<file path="config.mk">
export PLATFORM = sky130hd
export DESIGN_NAME = lsg_line_timing
export DESIGN_NICKNAME = d
export VERILOG_FILES = /design/src/rtl/lsg_pkg.sv /design/src/rtl/lsg_eos_sync.sv /design/src/rtl/lsg_phase_seq.sv /design/src/rtl/lsg_frame_ctl.sv /design/src/rtl/lsg_line_timing.sv
export SDC_FILE = /design/constraint.sdc
export NUM_CORES = 1
export LEC_CHECK = 0
export CORE_ASPECT_RATIO = 0.8
export CORE_MARGIN = 2
export CORE_UTILIZATION = 25
export CTS_BUF_LIST = sky130_fd_sc_hd__clkbuf_4 sky130_fd_sc_hd__clkbuf_8
export DETAILED_ROUTE_END_ITERATION = 10
export DONT_BUFFER_PORTS = 1
export GPL_ROUTABILITY_DRIVEN = 0
export MAX_ROUTING_LAYER = met4
export PLACE_DENSITY = 0.36
export SYNTH_ARGS = -nofsm -noshare
export SYNTH_HDL_FRONTEND = slang
export SYNTH_SLANG_ARGS = --single-unit
</file>
<file path="constraint.sdc">
create_clock -name clk -period 8.7 [get_ports clk]
set_input_delay 0.87 -clock clk [delete_from_list [all_inputs] [get_ports clk]]
set_output_delay 0.87 -clock clk [all_outputs]
set_load 0.05 [all_outputs]
</file>
<file path="src/rtl/lsg_pkg.sv">
package lsg_pkg;

  // One-hot phase positions; the rotation order is the scan order.
  localparam int PH_A  = 0;
  localparam int PH_GA = 1;
  localparam int PH_B  = 2;
  localparam int PH_GB = 3;
  localparam int PH_N  = 4;

  // Apply a lower bound to a configured length.
  function automatic int unsigned floor_len(int unsigned cfg, int unsigned lo);
    return (cfg < lo) ? lo : cfg;
  endfunction

endpackage

</file>
<file path="src/rtl/lsg_eos_sync.sv">
module lsg_eos_sync #(
  parameter int STAGES = 2
) (
  input  logic clk,
  input  logic rst,
  input  logic din_n,
  output logic fall_evt
);
  logic [STAGES-1:0] sync_q;
  logic              last_q;

  always_ff @(posedge clk) begin
    if (rst) begin
      sync_q <= '1;
      last_q <= 1'b1;
    end else begin
      sync_q <= {sync_q[STAGES-2:0], din_n};
      last_q <= sync_q[STAGES-1];
    end
  end

  assign fall_evt = last_q & ~sync_q[STAGES-1];
endmodule

</file>
<file path="src/rtl/lsg_phase_seq.sv">
module lsg_phase_seq #(
  parameter int          HALF_W   = 8,
  parameter int          GAP_W    = 8,
  parameter int unsigned MIN_HIGH = 2,
  parameter int unsigned MIN_GAP  = 1
) (
  input  logic              clk,
  input  logic              rst,
  input  logic              en,
  input  logic [HALF_W-1:0] half_cfg,
  input  logic [GAP_W-1:0]  gap_cfg,
  output logic              ck_a,
  output logic              ck_b,
  output logic              vline_rst,
  output logic              ev_enter_a,
  output logic              ev_enter_b
);
  import lsg_pkg::*;

  localparam int CNT_W = (HALF_W > GAP_W) ? HALF_W + 1 : GAP_W + 1;

  logic [PH_N-1:0]  ph_q, ph_n;
  logic [CNT_W-1:0] cnt_q, cnt_n;
  logic [CNT_W-1:0] hi_m1, gap_m1;
  logic             rst_pulse_q;

  always_comb begin
    hi_m1  = CNT_W'(floor_len(32'(half_cfg), MIN_HIGH) - 1);
    gap_m1 = CNT_W'(floor_len(32'(gap_cfg), MIN_GAP) - 1);
  end

  always_comb begin
    ph_n  = ph_q;
    cnt_n = cnt_q;
    if (ph_q == '0) begin
      if (en) begin
        ph_n  = PH_N'(1) << PH_A;
        cnt_n = hi_m1;
      end
    end else if (cnt_q == '0) begin
      ph_n  = {ph_q[PH_N-2:0], ph_q[PH_N-1]};
      cnt_n = (ph_q[PH_GA] | ph_q[PH_GB]) ? hi_m1 : gap_m1;
    end else begin
      cnt_n = cnt_q - CNT_W'(1);
    end
  end

  always_ff @(posedge clk) begin
    if (rst) begin
      ph_q        <= '0;
      cnt_q       <= '0;
      rst_pulse_q <= 1'b0;
    end else begin
      ph_q        <= ph_n;
      cnt_q       <= cnt_n;
      rst_pulse_q <= (ph_n[PH_B] & ph_q[PH_B]) | ph_n[PH_GB];
    end
  end

  assign ck_a       = ph_q[PH_A];
  assign ck_b       = ph_q[PH_B];
  assign vline_rst  = rst_pulse_q;
  assign ev_enter_b = (cnt_q == '0) & ph_q[PH_GA];
  assign ev_enter_a = (cnt_q == '0) & ph_q[PH_GB];
endmodule

</file>
<file path="src/rtl/lsg_frame_ctl.sv">
module lsg_frame_ctl #(
  parameter int INT_W = 20,
  parameter int PIX_W = 12
) (
  input  logic             clk,
  input  logic             rst,
  input  logic             ev_enter_a,
  input  logic             ev_enter_b,
  input  logic             eos_evt,
  input  logic [INT_W-1:0] int_cfg,
  output logic             frame_start,
  output logic             pix_strobe,
  output logic [PIX_W-1:0] pix_idx,
  output logic             overrun,
  output logic             scanning
);
  logic [INT_W-1:0] elapsed_q;
  logic             st_q, strobe_q, ovr_q, scan_q;
  logic [PIX_W-1:0] idx_q;
  logic             due, fire;

  // Cycles elapsed in the coming cycle reach the configured period.
  function automatic logic period_due(logic [INT_W-1:0] cnt, logic [INT_W-1:0] cfg);
    return ({1'b0, cnt} + (INT_W+1)'(1)) >= {1'b0, cfg};
  endfunction

  assign due  = period_due(elapsed_q, int_cfg);
  assign fire = ev_enter_b & ~scan_q & due;

  always_ff @(posedge clk) begin
    if (rst) begin
      elapsed_q <= '1;
      st_q      <= 1'b0;
      strobe_q  <= 1'b0;
      ovr_q     <= 1'b0;
      scan_q    <= 1'b0;
      idx_q     <= '0;
    end else begin
      if (fire)                 elapsed_q <= '0;
      else if (elapsed_q != '1) elapsed_q <= elapsed_q + INT_W'(1);

      strobe_q <= ev_enter_b & scan_q & ~eos_evt;

      if (fire)            st_q <= 1'b1;
      else if (ev_enter_a) st_q <= 1'b0;

      if (ev_enter_b & scan_q & due) ovr_q <= 1'b1;

      if (eos_evt)                 scan_q <= 1'b0;
      else if (ev_enter_a & st_q)  scan_q <= 1'b1;

      if (fire)          idx_q <= '0;
      else if (strobe_q) idx_q <= idx_q + PIX_W'(1);
    end
  end

  assign frame_start = st_q;
  assign pix_strobe  = strobe_q;
  assign pix_idx     = idx_q;
  assign overrun     = ovr_q;
  assign scanning    = scan_q;
endmodule

</file>
<file path="src/rtl/lsg_line_timing.sv">
module lsg_line_timing #(
  parameter int          HALF_W   = 8,
  parameter int          GAP_W    = 8,
  parameter int          INT_W    = 20,
  parameter int          PIX_W    = 12,
  parameter int unsigned MIN_HIGH = 2,
  parameter int unsigned MIN_GAP  = 1
) (
  input  logic              clk,
  input  logic              rst,
  input  logic              en,
  input  logic [HALF_W-1:0] half_cfg,
  input  logic [GAP_W-1:0]  gap_cfg,
  input  logic [INT_W-1:0]  int_cfg,
  input  logic              scan_done_n,
  output logic              ck_a,
  output logic              ck_b,
  output logic              frame_start,
  output logic              vline_rst,
  output logic              pix_strobe,
  output logic [PIX_W-1:0]  pix_idx,
  output logic              overrun
);
  logic ev_enter_a, ev_enter_b, eos_evt, scanning;

  lsg_eos_sync #(.STAGES(2)) eos_i (
    .clk(clk), .rst(rst), .din_n(scan_done_n), .fall_evt(eos_evt)
  );

  lsg_phase_seq #(
    .HALF_W(HALF_W), .GAP_W(GAP_W), .MIN_HIGH(MIN_HIGH), .MIN_GAP(MIN_GAP)
  ) seq_i (
    .clk(clk), .rst(rst), .en(en), .half_cfg(half_cfg), .gap_cfg(gap_cfg),
    .ck_a(ck_a), .ck_b(ck_b), .vline_rst(vline_rst),
    .ev_enter_a(ev_enter_a), .ev_enter_b(ev_enter_b)
  );

  lsg_frame_ctl #(.INT_W(INT_W), .PIX_W(PIX_W)) frm_i (
    .clk(clk), .rst(rst), .ev_enter_a(ev_enter_a), .ev_enter_b(ev_enter_b),
    .eos_evt(eos_evt), .int_cfg(int_cfg), .frame_start(frame_start),
    .pix_strobe(pix_strobe), .pix_idx(pix_idx), .overrun(overrun),
    .scanning(scanning)
  );
endmodule

</file>
# Yosys cells after proc, flatten, opt, wreduce, memory -nomap -nowiden

Cells that the tools add are included.
W data, S select, Z words.

Reduce and logical (&&, ||, !) cells: 8
$lt $le $gt $ge: 3
Bitwise gates (word level): 15
Add/subtract/negate cells: 6
Mux-type cells: 13
Equal/unequal tests: 2

Operators by type and width:

| cell                    | number |
|---|---|
| $mux W20                | 2 |
| $mux W9                 | 4 |
| $sub A9 B1 Y9 const B   | 3 |
| $add A20 B1 Y21 const B | 1 |
| $ge A21 B20 Y1          | 1 |
| $add A20 B1 Y20 const B | 1 |
| $ne A20 B20 Y1 const B  | 1 |
| $mux W8                 | 2 |
| $add A12 B1 Y12 const B | 1 |
| $mux W4                 | 3 |
| $and A1 B1 Y1           | 10 |
| $logic_not A9 Y1        | 1 |
| $lt A8 B1 Y1 const B    | 1 |
| $lt A8 B2 Y1 const B    | 1 |
| $reduce_bool A2 Y1      | 3 |
| $logic_not A4 Y1        | 1 |
| $reduce_or A2 Y1        | 2 |
| $not A1 Y1              | 3 |
| $mux W1                 | 2 |
| $ne A2 B2 Y1 const B    | 1 |
| $or A1 B1 Y1            | 2 |
| $reduce_and A2 Y1       | 1 |

Flip-flop bits (word level): 53
Output and inout port bits: 18

# Logic depth before layout (Yosys ltp)

Gate-level depths: netlist (run 1).

Depth in word-level cells: 6
Mapped depth: 13

# Hierarchy

Synthesis (run 1) repeated with hierarchy kept, for this count alone.

Cells, all modules: 421
Area total of the unflattened synthesis: 3483.3 sq um

By module, submodules not included:

| module        | sequential area each (sq um) | area an instance (sq um) | instances | cells each |
|---|---|---|---|---|
| lsg_frame_ctl | 720.7                        | 2199.6                   | 1         | 255 |
| lsg_phase_seq | 280.3                        | 1198.6                   | 1         | 159 |
| lsg_eos_sync  | 60.1                         | 85.1                     | 1         | 7 |

# Worst setup path before layout (run 1)

No wires, ideal clock.

Kind: flip-flop to flip-flop
Start: register frm_i.elapsed_q[0]
End: register frm_i.st_q (netlist: frm_i.frame_start)
Path slack: 5.694 ns
Arrival: 2.891 ns
Required time: 8.584 ns
Buffers on the path: 1
Cell stages (with the launch flop): 14
Cells stage by stage: dfxtp_1 -> ha_1 -> and4_4 -> and2_1 -> and4_1 -> xor2_1 -> ha_1 -> a21oi_1 -> o21ai_0 -> a221oi_1 -> o2111ai_1 -> o2111a_1 -> buf_2 -> a31o_1

Word-level cells in the longest chain between the ends: 4
Elaborated cells between the ends (all ways): 5
Those cells by class: 1 x add/sub; 1 x order compare; 1 x mux; 1 x bitwise; 1 x reduce/logical

RTL lines:

| what                                                 | RTL line            | text |
|---|---|---|
| start: declaration                                   | lsg_frame_ctl.sv:17 | `logic [INT_W-1:0] elapsed_q;` |
| start signal: assignment                             | lsg_frame_ctl.sv:40 | `else if (elapsed_q != '1) elapsed_q <= elapsed_q + INT_W'(1);` |
| $add A20 B1 Y21 *                                    | lsg_frame_ctl.sv:24 | `return ({1'b0, cnt} + (INT_W+1)'(1)) >= {1'b0, cfg};` |
| $ge A21 B20 Y1 *                                     | lsg_frame_ctl.sv:24 |  |
| $and A1 B1 Y1 *                                      | lsg_frame_ctl.sv:28 | `assign fire = ev_enter_b & ~scan_q & due;` |
| $mux W1 / $reduce_bool A2 Y1 (equally long branches) | -                   |  |
| end signal: assignment                               | lsg_frame_ctl.sv:33 | `st_q <= 1'b0;` |
| end signal: assignment                               | lsg_frame_ctl.sv:44 | `if (fire) st_q <= 1'b1;` |
| end signal: assignment                               | lsg_frame_ctl.sv:45 | `else if (ev_enter_a) st_q <= 1'b0;` |
| end: declaration                                     | lsg_frame_ctl.sv:18 | `logic st_q, strobe_q, ovr_q, scan_q;` |

Every way passes the cells marked *; elsewhere a longest branch is shown, timed or not.
A chain may end at the register's enable or synchronous reset.

# Worst setup path after layout (run 1)

Start: register frm_i.elapsed_q[0]
End: register frm_i.elapsed_q[15]

Word-level cells in the longest chain between the ends: 4
Elaborated cells between the ends (all ways): 8
Those cells by class: 2 x add/sub; 1 x order compare; 1 x eq/ne; 2 x mux; 1 x bitwise; 1 x reduce/logical

RTL lines:

| what                                                  | RTL line |
|---|---|
| $add A20 B1 Y21                                       | lsg_frame_ctl.sv:24 |
| $ge A21 B20 Y1                                        | lsg_frame_ctl.sv:24 |
| $and A1 B1 Y1                                         | lsg_frame_ctl.sv:28 |
| $mux W20 / $reduce_bool A2 Y1 (equally long branches) | - |

Several ways; a longest one is shown, not always the timed one. The select of a mux whose other input is x is not followed.

==> metrics.cfg, run 1 <==
[logic_synthesis]
synthFlopType=dfxtp_1
synthesis.nets=483
ys_types=55
synth_top_family_by_area=simple AND/OR/NAND/NOR gates
synth_top_cell_by_area=dfxtp_1
synth_common_cells=72 x nor2_1, 53 x dfxtp_1, 40 x nand2_1, 26 x inv_1, 25 x ha_1
synth-seq-cells=53
synth_fa_ha_area_share_pct=9.39
synth_compound_area_share_pct=14.2
synthTopCellsByArea=dfxtp_1 32%, ha_1 9.4%, nor2_1 8.1%
syn-cell-area_mm2=0.00333
synth_xor_area_share_pct=11.0
avgSynthCellArea_um2=7.97
synth_top_area_share_pct=31.8
synth_edf_count=0
yosysSeqAreaShare_pct=31.8
yosysMostFrequentCell=nor2_1
syn_inst=418
async_flop_share_pct=0
synthMuxAreaShare_pct=1.80
yosys.area_share.simple_pct=26.2
yosysWarnings=0

[cts]
ctsHoldBuffers=0
cts_tree=built
clk_latency_ns=0.32
root_buffer=clkbuf_8
cts.clk_slew.worst_paths_ns=0.11
clockBufferDepth=2
clock_sinks=53
cts-resized-gates=0
htree_levels=2
cts_setup_buffers=0
numCtsBuffers=5

[final_layout]
n_antenna_cell=0
layout.nets=476
final_layout_size_suffix_gt1_share_pct=5.10
final_area_mm2=0.00359
syn_to_final_growth_pct=7.66

[sta]
fin_skew_ns=0.0128
period_share_pct=45.1
fin_crit_ns=3.92
slew_viol_final=0
setup_viol=0
max_freq_mhz=255
slew_headroom_pct=47.0
fin_tns_setup_ns=0
hold_viol_final=0
rsz0062_at_grt=false
tightest_slew_ns=0.795

[pwr]
cellLeakagePower_nw=1.42
p_switching_uw=413
powerDensity_mw_per_mm2=271
seq_power_share_pct=34.6
ir_drop_mv=0.0664
pwr-share-comb_pct=49.5
p_int_uw=559
clockPowerShare_pct=15.9
switching_share_pct=42.5

[run]
cap_violations=0

[floorplanning]
coreArea_mm2=0.0129
chipHeight_um=107
chipWidth_um=133
row_count=37
start_util_pct=25.8
io_pins=58
die_area_mm2=0.0143

[critical_path]
cp_slowest_stage_delay_ns=0.76
crit_fanout=21
path_class=reg2reg
critical_path.cell_chain=ha_1 > and4_4 > nand4_1 > nor2_1 > xor2_1 > ha_1 > nand4_1 > nor4_1 > o2111ai_1 > o2111ai_1 > o2111a_1 > o21ba_1
worstPathArrival_ns=4.14
crit_end=frm_i.elapsed_q[15]
cp_slowest_cell=o2111a_1
timing.rr.start=frm_i.elapsed_q[0]
critPathLaunchType=flop
r2r_slack_ns=4.78
endpoint_kind=flop
required_ns=8.92
timing.rr.end=frm_i.elapsed_q[15]
startpoint=frm_i.elapsed_q[0]
r2r_cells=12

[grt]
antenna_found_initial=0
grt_use_total_pct=13.0
grt-ovfl-total=0
grt_max_degree=25
grt_pass1_wl_um=14200
first_global_vias=2793

[status]
status=complete, no violations

[detailed_routing]
post_drt_wl_per_cell_um=14.6
via_per_inst=4.73
dr.pass1.iters=4
vias=2776
wl_um=8570
antenna_left=0
drc=0
drt_iter0_drc=134

[worst_hold_path]
hp-class=reg2reg

[place]
io_buffers=0
hpwl_um=6640
dpl_cell_area_mm2=0.00349

-- layout make-up --
type	count	area, µm²
Tap cell	175	219
Fill cell	1418	9330
Sequential cell	53	1060
Clock inverter	2	16.3
Inverter	26	97.6
Multi-Input combinational cell	323	2100
Clock buffer	6	82.6
Timing Repair Buffer	2	15.0
-- metal layers --
layer | up-vias | part of all wire, % | routed length (µm) | GRT usage [%]
met1 | 1278 | 54 | 4630 | 18.4
li1 | 1443 | - | - | -
met5 | - | 0 | 0 | -
met3 | 5 | 4.5 | 387 | 3.25
met4 | 0 | 0.67 | 57 | 3.15
met2 | 50 | 41 | 3490 | 18.5
-- flip-flops by register name (all words and copies together) (netlist names), 2 cells and up --
register and count:
frm_i.pix_idx 12, frm_i.elapsed_q 20, seq_i.cnt_q 9, seq_i.ph_q 4, eos_i.sync_q 2
-- worst min path at each step --
| stage | depth (start not counted) | to | slack, ns | startpoint |
|---|---|---|---|---|
| after global placement | 1 | eos_i.sync_q[1] | 0.39 | eos_i.sync_q[0] |
| after global routing | 1 | eos_i.sync_q[1] | 0.44 | eos_i.sync_q[0] |
| after detailed placement | 1 | eos_i.sync_q[1] | 0.40 | eos_i.sync_q[0] |
| after floorplan | 1 | eos_i.sync_q[1] | 0.39 | eos_i.sync_q[0] |
| final | 1 | eos_i.sync_q[1] | 0.42 | eos_i.sync_q[0] |
| after CTS | 1 | eos_i.sync_q[1] | 0.43 | eos_i.sync_q[0] |
-- through the flow --
step | power, mW | setup WS [ns] | utilization (%) | hold slack (ns) | std cells
global placement | 0.837 | 4.83 | 27.0 | 0.395 | 579
floorplan | 0.718 | 5.69 | - | 0.389 | 418
CTS | 0.993 | 4.69 | 27.8 | 0.427 | 587
global route | 1.08 | 4.47 | 27.8 | 0.443 | 587
finish | 0.972 | 4.78 | 27.8 | 0.424 | 587
detailed placement | 0.830 | 4.71 | 27.0 | 0.399 | 579
-- power groups by stage --
| stage | combinational (mW) | clock (mW) | sequential (mW) |
|---|---|---|---|
| 2_1_floorplan | 0.390 | 0 | 0.328 |
| 3_3_place_gp | 0.496 | 0 | 0.342 |
| 3_5_place_dp | 0.488 | 0 | 0.342 |
| 4_1_cts | 0.491 | 0.166 | 0.337 |
| 5_1_grt | 0.559 | 0.173 | 0.343 |
| 6_report | 0.481 | 0.154 | 0.336 |
-- critical path, delay by kind of cell, from the launching register on --
family / cells / cell delay (ns)
flops: 1 / 0.50
xor+xnor: 1 / 0.10
simple gates: 5 / 1.27
fa+ha+maj: 2 / 0.58
compound gates: 4 / 1.37
-- placed cells by master (no fill, tap or decap), types with 3 or more instances in the layout --
master,Yosys,final
nand4_1,10,10
nand2_1,40,40
nor2_1,72,72
nand3_1,12,12
o211ai_1,9,9
nor4_1,7,6
or4_1,5,5
clkbuf_8,0,6
a31oi_1,4,4
and3_1,3,3
inv_1,26,26
xor2_1,21,21
o21ai_0,9,9
nor3_1,6,6
dfxtp_1,53,53
a211oi_1,3,3
ha_1,25,25
mux2i_1,6,6
xnor2_1,21,21
or2_2,4,4
a21oi_1,22,22
o31ai_1,4,4
-- logic make-up (layout without fill, tap and decap cells) --
kind of cell | after synthesis | in the layout
DFF | 53 | 53
xor gates and xnor gates | 42 | 42
AOI/OAI and AO/OA | 70 | 70
adders and majority gates | 25 | 25
muxes | 6 | 6
buffers and inverters | 42 | 36
and+or+nand+nor | 180 | 180
Power figures use the tool's default switching activity.
==> run 2: changes to the inputs <==
- ABC_AREA: unset -> 1
- clock period: 8.7 -> 3.8 ns (I/O delays scaled with it)
==> metrics.cfg, run 2 <==
[status]
status=complete, no violations

[cts]
ctsHoldBuffers=0
cts_setup_buffers=0
htree_levels=2
cts-resized-gates=0
root_buffer=clkbuf_8
cts_tree=built
clockBufferDepth=2
cts.clk_slew.worst_paths_ns=0.10
clk_latency_ns=0.31
numCtsBuffers=5
clock_sinks=53

[sta]
period_share_pct=86.6
rsz0062_at_grt=false
slew_headroom_pct=35.7
max_freq_mhz=304
fin_crit_ns=3.29
tightest_slew_ns=0.963
slew_viol_final=0
fin_skew_ns=0.00400
hold_viol_final=0
setup_viol=0
fin_tns_setup_ns=0

[critical_path]
r2r_slack_ns=0.51
cp_slowest_cell=dfxtp_1
endpoint_kind=flop
crit_path_frequent_cell=nand2_2
crit_fanout=23
cp_slowest_stage_delay_ns=0.43
worstPathArrival_ns=3.53
timing.rr.end=frm_i.pix_idx[2]
timing.rr.start=frm_i.elapsed_q[0]
r2r_cells=18
critical_path.cell_chain=ha_1 > nand2_2 > nor2_2 > nand2_2 > nor2_4 > inv_1 > nor2_1 > nand2_1 > xor2_1 > ha_1 > a21o_1 > a21oi_1 > nand2_2 > nor2_2 > nand2_4 > nand2_4 > nand2_2 > nor3_1
required_ns=4.04
critPathLaunchType=flop
path_class=reg2reg

[logic_synthesis]
async_flop_share_pct=0
syn_inst=515
synth_common_cells=112 x nand2_1, 76 x inv_1, 53 x dfxtp_1, 46 x nor2_1, 31 x nand3_1
yosysSeqAreaShare_pct=29.2
synthFlopType=dfxtp_1
ys_types=45
syn-cell-area_mm2=0.00363
yosysMostFrequentCell=nand2_1
synth-seq-cells=53
synthesis.nets=580
yosysWarnings=0
synth_edf_count=0
avgSynthCellArea_um2=7.06
synthTopCellsByArea=dfxtp_1 29%, nand2_1 12%, ha_1 8.6%
synth_top_cell_by_area=dfxtp_1
synth_top_area_share_pct=29.2

[final_layout]
layout.nets=576
instances_no_fill=696
mostFrequentLayoutCell=nand2_1
n_antenna_cell=0
largest_reg_flops=20
layout.cells.most_common_list=112 x nand2_1, 76 x inv_1, 53 x dfxtp_1
syn_to_final_growth_pct=7.47
fillers=1584
top_register=frm_i.elapsed_q
final_layout_size_suffix_gt1_share_pct=10.7

[grt]
first_global_vias=2981
grt_use_total_pct=12.6
grt_pass1_wl_um=15500
grt_max_degree=27
antenna_found_initial=0
grt-ovfl-total=0

[pwr]
cellLeakagePower_nw=1.83
power_mw=2.93
powerDensity_mw_per_mm2=750
ir_drop_mv=0.167

[floorplanning]
chipHeight_um=112
row_count=39
die_area_mm2=0.0155
start_util_pct=25.5
io_pins=58
coreArea_mm2=0.0142
chipWidth_um=139

[detailed_routing]
drt_iter0_drc=181
vias=3096
via_per_inst=4.45
wl_um=9100
drc=0
dr.pass1.iters=4
antenna_left=0
post_drt_wl_per_cell_um=13.1

[place]
io_buffers=0
hpwl_um=7180
dp.cells=688

[worst_hold_path]
hold-path-endpoint=frm_i.frame_start
hp-class=in2reg
hp-start=rst
hold_depth=1

[run]
cap_violations=0

==> run 2: cell types whose count changed after synthesis, sizes merged, moves of 4 or more <==
cell	delta
nor4	-6
and4	-4
nor3	+5
nand3	+22
or4	-6
nand2	+78
a21oi	+4
inv	+52
o211ai	-8
mux2i	-5
nor2	-18
xnor2	-11
o21ai	+18
==> run 2: area by class of cell <==
| class | count | area (µm²) | area share, % |
|---|---|---|---|
| Tap cell | 184 | 230 | 5.89 |
| Inverter | 79 | 297 | 7.59 |
| Clock inverter | 2 | 38.8 | 0.993 |
| Clock buffer | 6 | 76.3 | 1.95 |
| Sequential cell | 53 | 1060 | 27.2 |
| Multi-Input combinational cell | 372 | 2200 | 56.4 |
==> run 2: kinds of logic after synthesis <==
group	Yosys count	share of synthesized area, %
compound gates	70	12.2
xor+xnor	33	7.95
fa+ha+maj	25	8.61
buf+inv	90	10.2
flops	53	29.2
mux	1	0.275
simple gates	243	31.6
==> run 2: power by group <==
group	total, mW	internal (mW)	switching (mW)
logic	1.72	0.652	1.07
clock network	0.410	0.206	0.204
registers	0.800	0.674	0.125
==> run 2: layer usage <==
metal	global-route usage, %	up-vias	routed length [µm]
li1	-	1645	-
met5	-	-	0
met2	17.5	58	3610
met1	18.7	1385	4960
met4	2.22	0	70
met3	2.92	8	462
==> run 2: how the worst max path moves through the flow <==
stage,start,endpoint,slack (ns)
after floorplan,frm_i.elapsed_q[0],frm_i.pix_idx[10],1.16
after global placement,frm_i.elapsed_q[0],frm_i.pix_idx[2],0.61
after detailed placement,frm_i.elapsed_q[0],frm_i.pix_idx[11],0.51
after CTS,frm_i.elapsed_q[0],frm_i.pix_idx[11],0.48
after global routing,frm_i.elapsed_q[0],frm_i.pix_idx[0],0.17
final,frm_i.elapsed_q[0],frm_i.pix_idx[2],0.51
==> run 2: metrics by stage <==
| stage | hold WS [ns] | area [µm²] | setup slack [ns] | utilization, % |
|---|---|---|---|---|
| final | 0.114 | 3910 | 0.508 | 27.4 |
| after global routing | 0.0942 | 3910 | 0.175 | 27.4 |
| after CTS | 0.0989 | 3910 | 0.479 | 27.4 |
| after detailed placement | 0.394 | 3790 | 0.508 | 26.6 |
| after global placement | 0.394 | 3790 | 0.605 | 26.6 |
| after floorplan | 0.389 | 3630 | 1.16 | - |
==> run 2: worst max-delay path: cells and delay by family (launching register included) <==
| family | cells | cell delay, ns |
|---|---|---|
| simple gates | 12 | 1.70 |
| fa+ha+maj | 2 | 0.50 |
| flops | 1 | 0.43 |
| compound gates | 2 | 0.33 |
| xor+xnor | 1 | 0.18 |
| buf+inv | 1 | 0.06 |
==> run 3: changes to the inputs <==
- BUFFER_PORTS_ARGS: unset -> -buffer_cell sky130_fd_sc_hd__buf_2
- DONT_BUFFER_PORTS: 1 -> unset
- PLACE_DENSITY: 0.36 -> 0.4
- SKIP_LAST_GASP: unset -> 1
==> metrics.cfg, run 3 (same netlist as run 2, synthesis figures left out) <==
[status]
status=complete, no violations

[pwr]
p_switching_mw=1.38
pwr-share-comb_pct=60.8
ir_drop_mv=0.249
power_mw=2.89
switching_share_pct=47.8
p_int_mw=1.51
seq_power_share_pct=26.9
clockPowerShare_pct=12.3
powerDensity_mw_per_mm2=691
cellLeakagePower_nw=2.08

[place]
dp_worst_setup_slack_ns=0.539
dpl_cell_area_mm2=0.00408
hpwl_um=7110
io_buffers=57

[floorplanning]
start_util_pct=25.5
coreArea_mm2=0.0142
io_pins=58
chipHeight_um=112
die_area_mm2=0.0155
row_count=39
chipWidth_um=139

[final_layout]
syn_to_final_growth_pct=15.1
largest_reg_flops=20
layout.nets=634
mostFrequentLayoutCell=nand2_1
final_layout_size_suffix_gt1_share_pct=19.8
n_antenna_cell=0
fillers=1602
final_area_mm2=0.00419
top_register=frm_i.elapsed_q
layout.cells.most_common_list=112 x nand2_1, 76 x inv_1, 57 x buf_2

[sta]
setup_viol=0
fin_crit_ns=3.27
rsz0062_at_grt=false
fin_tns_setup_ns=0
hold_viol_final=0
setup_slack_ns=0.526
period_share_pct=86.2
slew_viol_final=0
tightest_slew_ns=0.937
fin_skew_ns=0.00693
max_freq_mhz=305
slew_headroom_pct=37.5

[critical_path]
endpoint_kind=flop
critPathLaunchType=flop
path_class=reg2reg
crit_fanout=23
required_ns=4.03
worstPathArrival_ns=3.51

[detailed_routing]
post_drt_wl_per_cell_um=11.9
via_per_inst=4.38
antenna_left=0
dr.pass1.iters=5
drt_iter0_drc=130
wl_um=8940
vias=3303
drc=0

[cts]
cts_setup_buffers=0
clock_sinks=53
numCtsBuffers=5
cts_tree=built
clk_latency_ns=0.31
ctsHoldBuffers=0
root_buffer=clkbuf_8
htree_levels=2
clockBufferDepth=2
cts.clk_slew.worst_paths_ns=0.10
cts-resized-gates=0

[grt]
grt_pass1_wl_um=15300
first_global_vias=3210
grt-ovfl-total=0
grt_use_total_pct=12.4
antenna_found_initial=0
grt_max_degree=24

[run]
cap_violations=0

[worst_hold_path]
hp-class=in2reg

run 3: power groups by stage:
stage	sequential, mW	clock, mW	combinational [mW]
floorplan	0.788	0	1.42
global placement	0.788	0	1.78
detailed placement	0.788	0	1.77
CTS	0.776	0.375	1.78
global route	0.792	0.395	2.04
finish	0.777	0.357	1.76
run 3: through the flow:
| stage | hold WS [ns] | utilization (%) | instances |
|---|---|---|---|
| finish | 0.258 | 29.4 | 754 |
| global route | 0.254 | 29.4 | 754 |
| floorplan | 0.389 | - | 515 |
| detailed placement | 0.419 | 28.7 | 746 |
| CTS | 0.250 | 29.4 | 754 |
| global placement | 0.423 | 28.7 | 746 |
run 3: final cells by class:
class	count	area (µm²)	share of cell area, %
clock buffer	7	96.3	2.30
sequential	53	1060	25.4
tap	184	230	5.50
multi-input combinational	372	2200	52.6
timing repair buffer	58	293	7.00
inverter	79	297	7.09
clock inverter	1	5.00	0.120
run 3: critical path, stage by stage (launching register included):
cell and delay [ns]:
dfxtp_1 0.42, ha_1 0.22, nand2_2 0.07, nor2_2 0.10
nand2_2 0.09, nor2_4 0.20, inv_1 0.06, nor2_1 0.18
nand2_1 0.09, xor2_1 0.19, ha_1 0.28, a21o_1 0.16
a21oi_1 0.14, nand2_2 0.07, nor2_2 0.12, nand2_4 0.07
nand2_4 0.29, nand2_2 0.24, nor3_1 0.19
run 3: final timing paths:
kind,start,endpoint,slack [ns],depth (start not counted)
setup / recovery,frm_i.elapsed_q[0],frm_i.pix_idx[2],0.53,18
hold reg to reg,eos_i.sync_q[1],eos_i.last_q,0.44,1
hold / removal,scan_done_n,eos_i.sync_q[0],0.26,2
setup reg to reg,frm_i.elapsed_q[0],frm_i.pix_idx[2],0.53,18
run 3: routing by layer:
metal | up-vias | GRT usage (%) | part of all wire (%)
met5 | - | - | 0
met4 | 0 | 2.42 | 0.77
met3 | 7 | 2.49 | 3.2
met2 | 45 | 18.5 | 41
met1 | 1490 | 17.4 | 55
li1 | 1761 | - | -
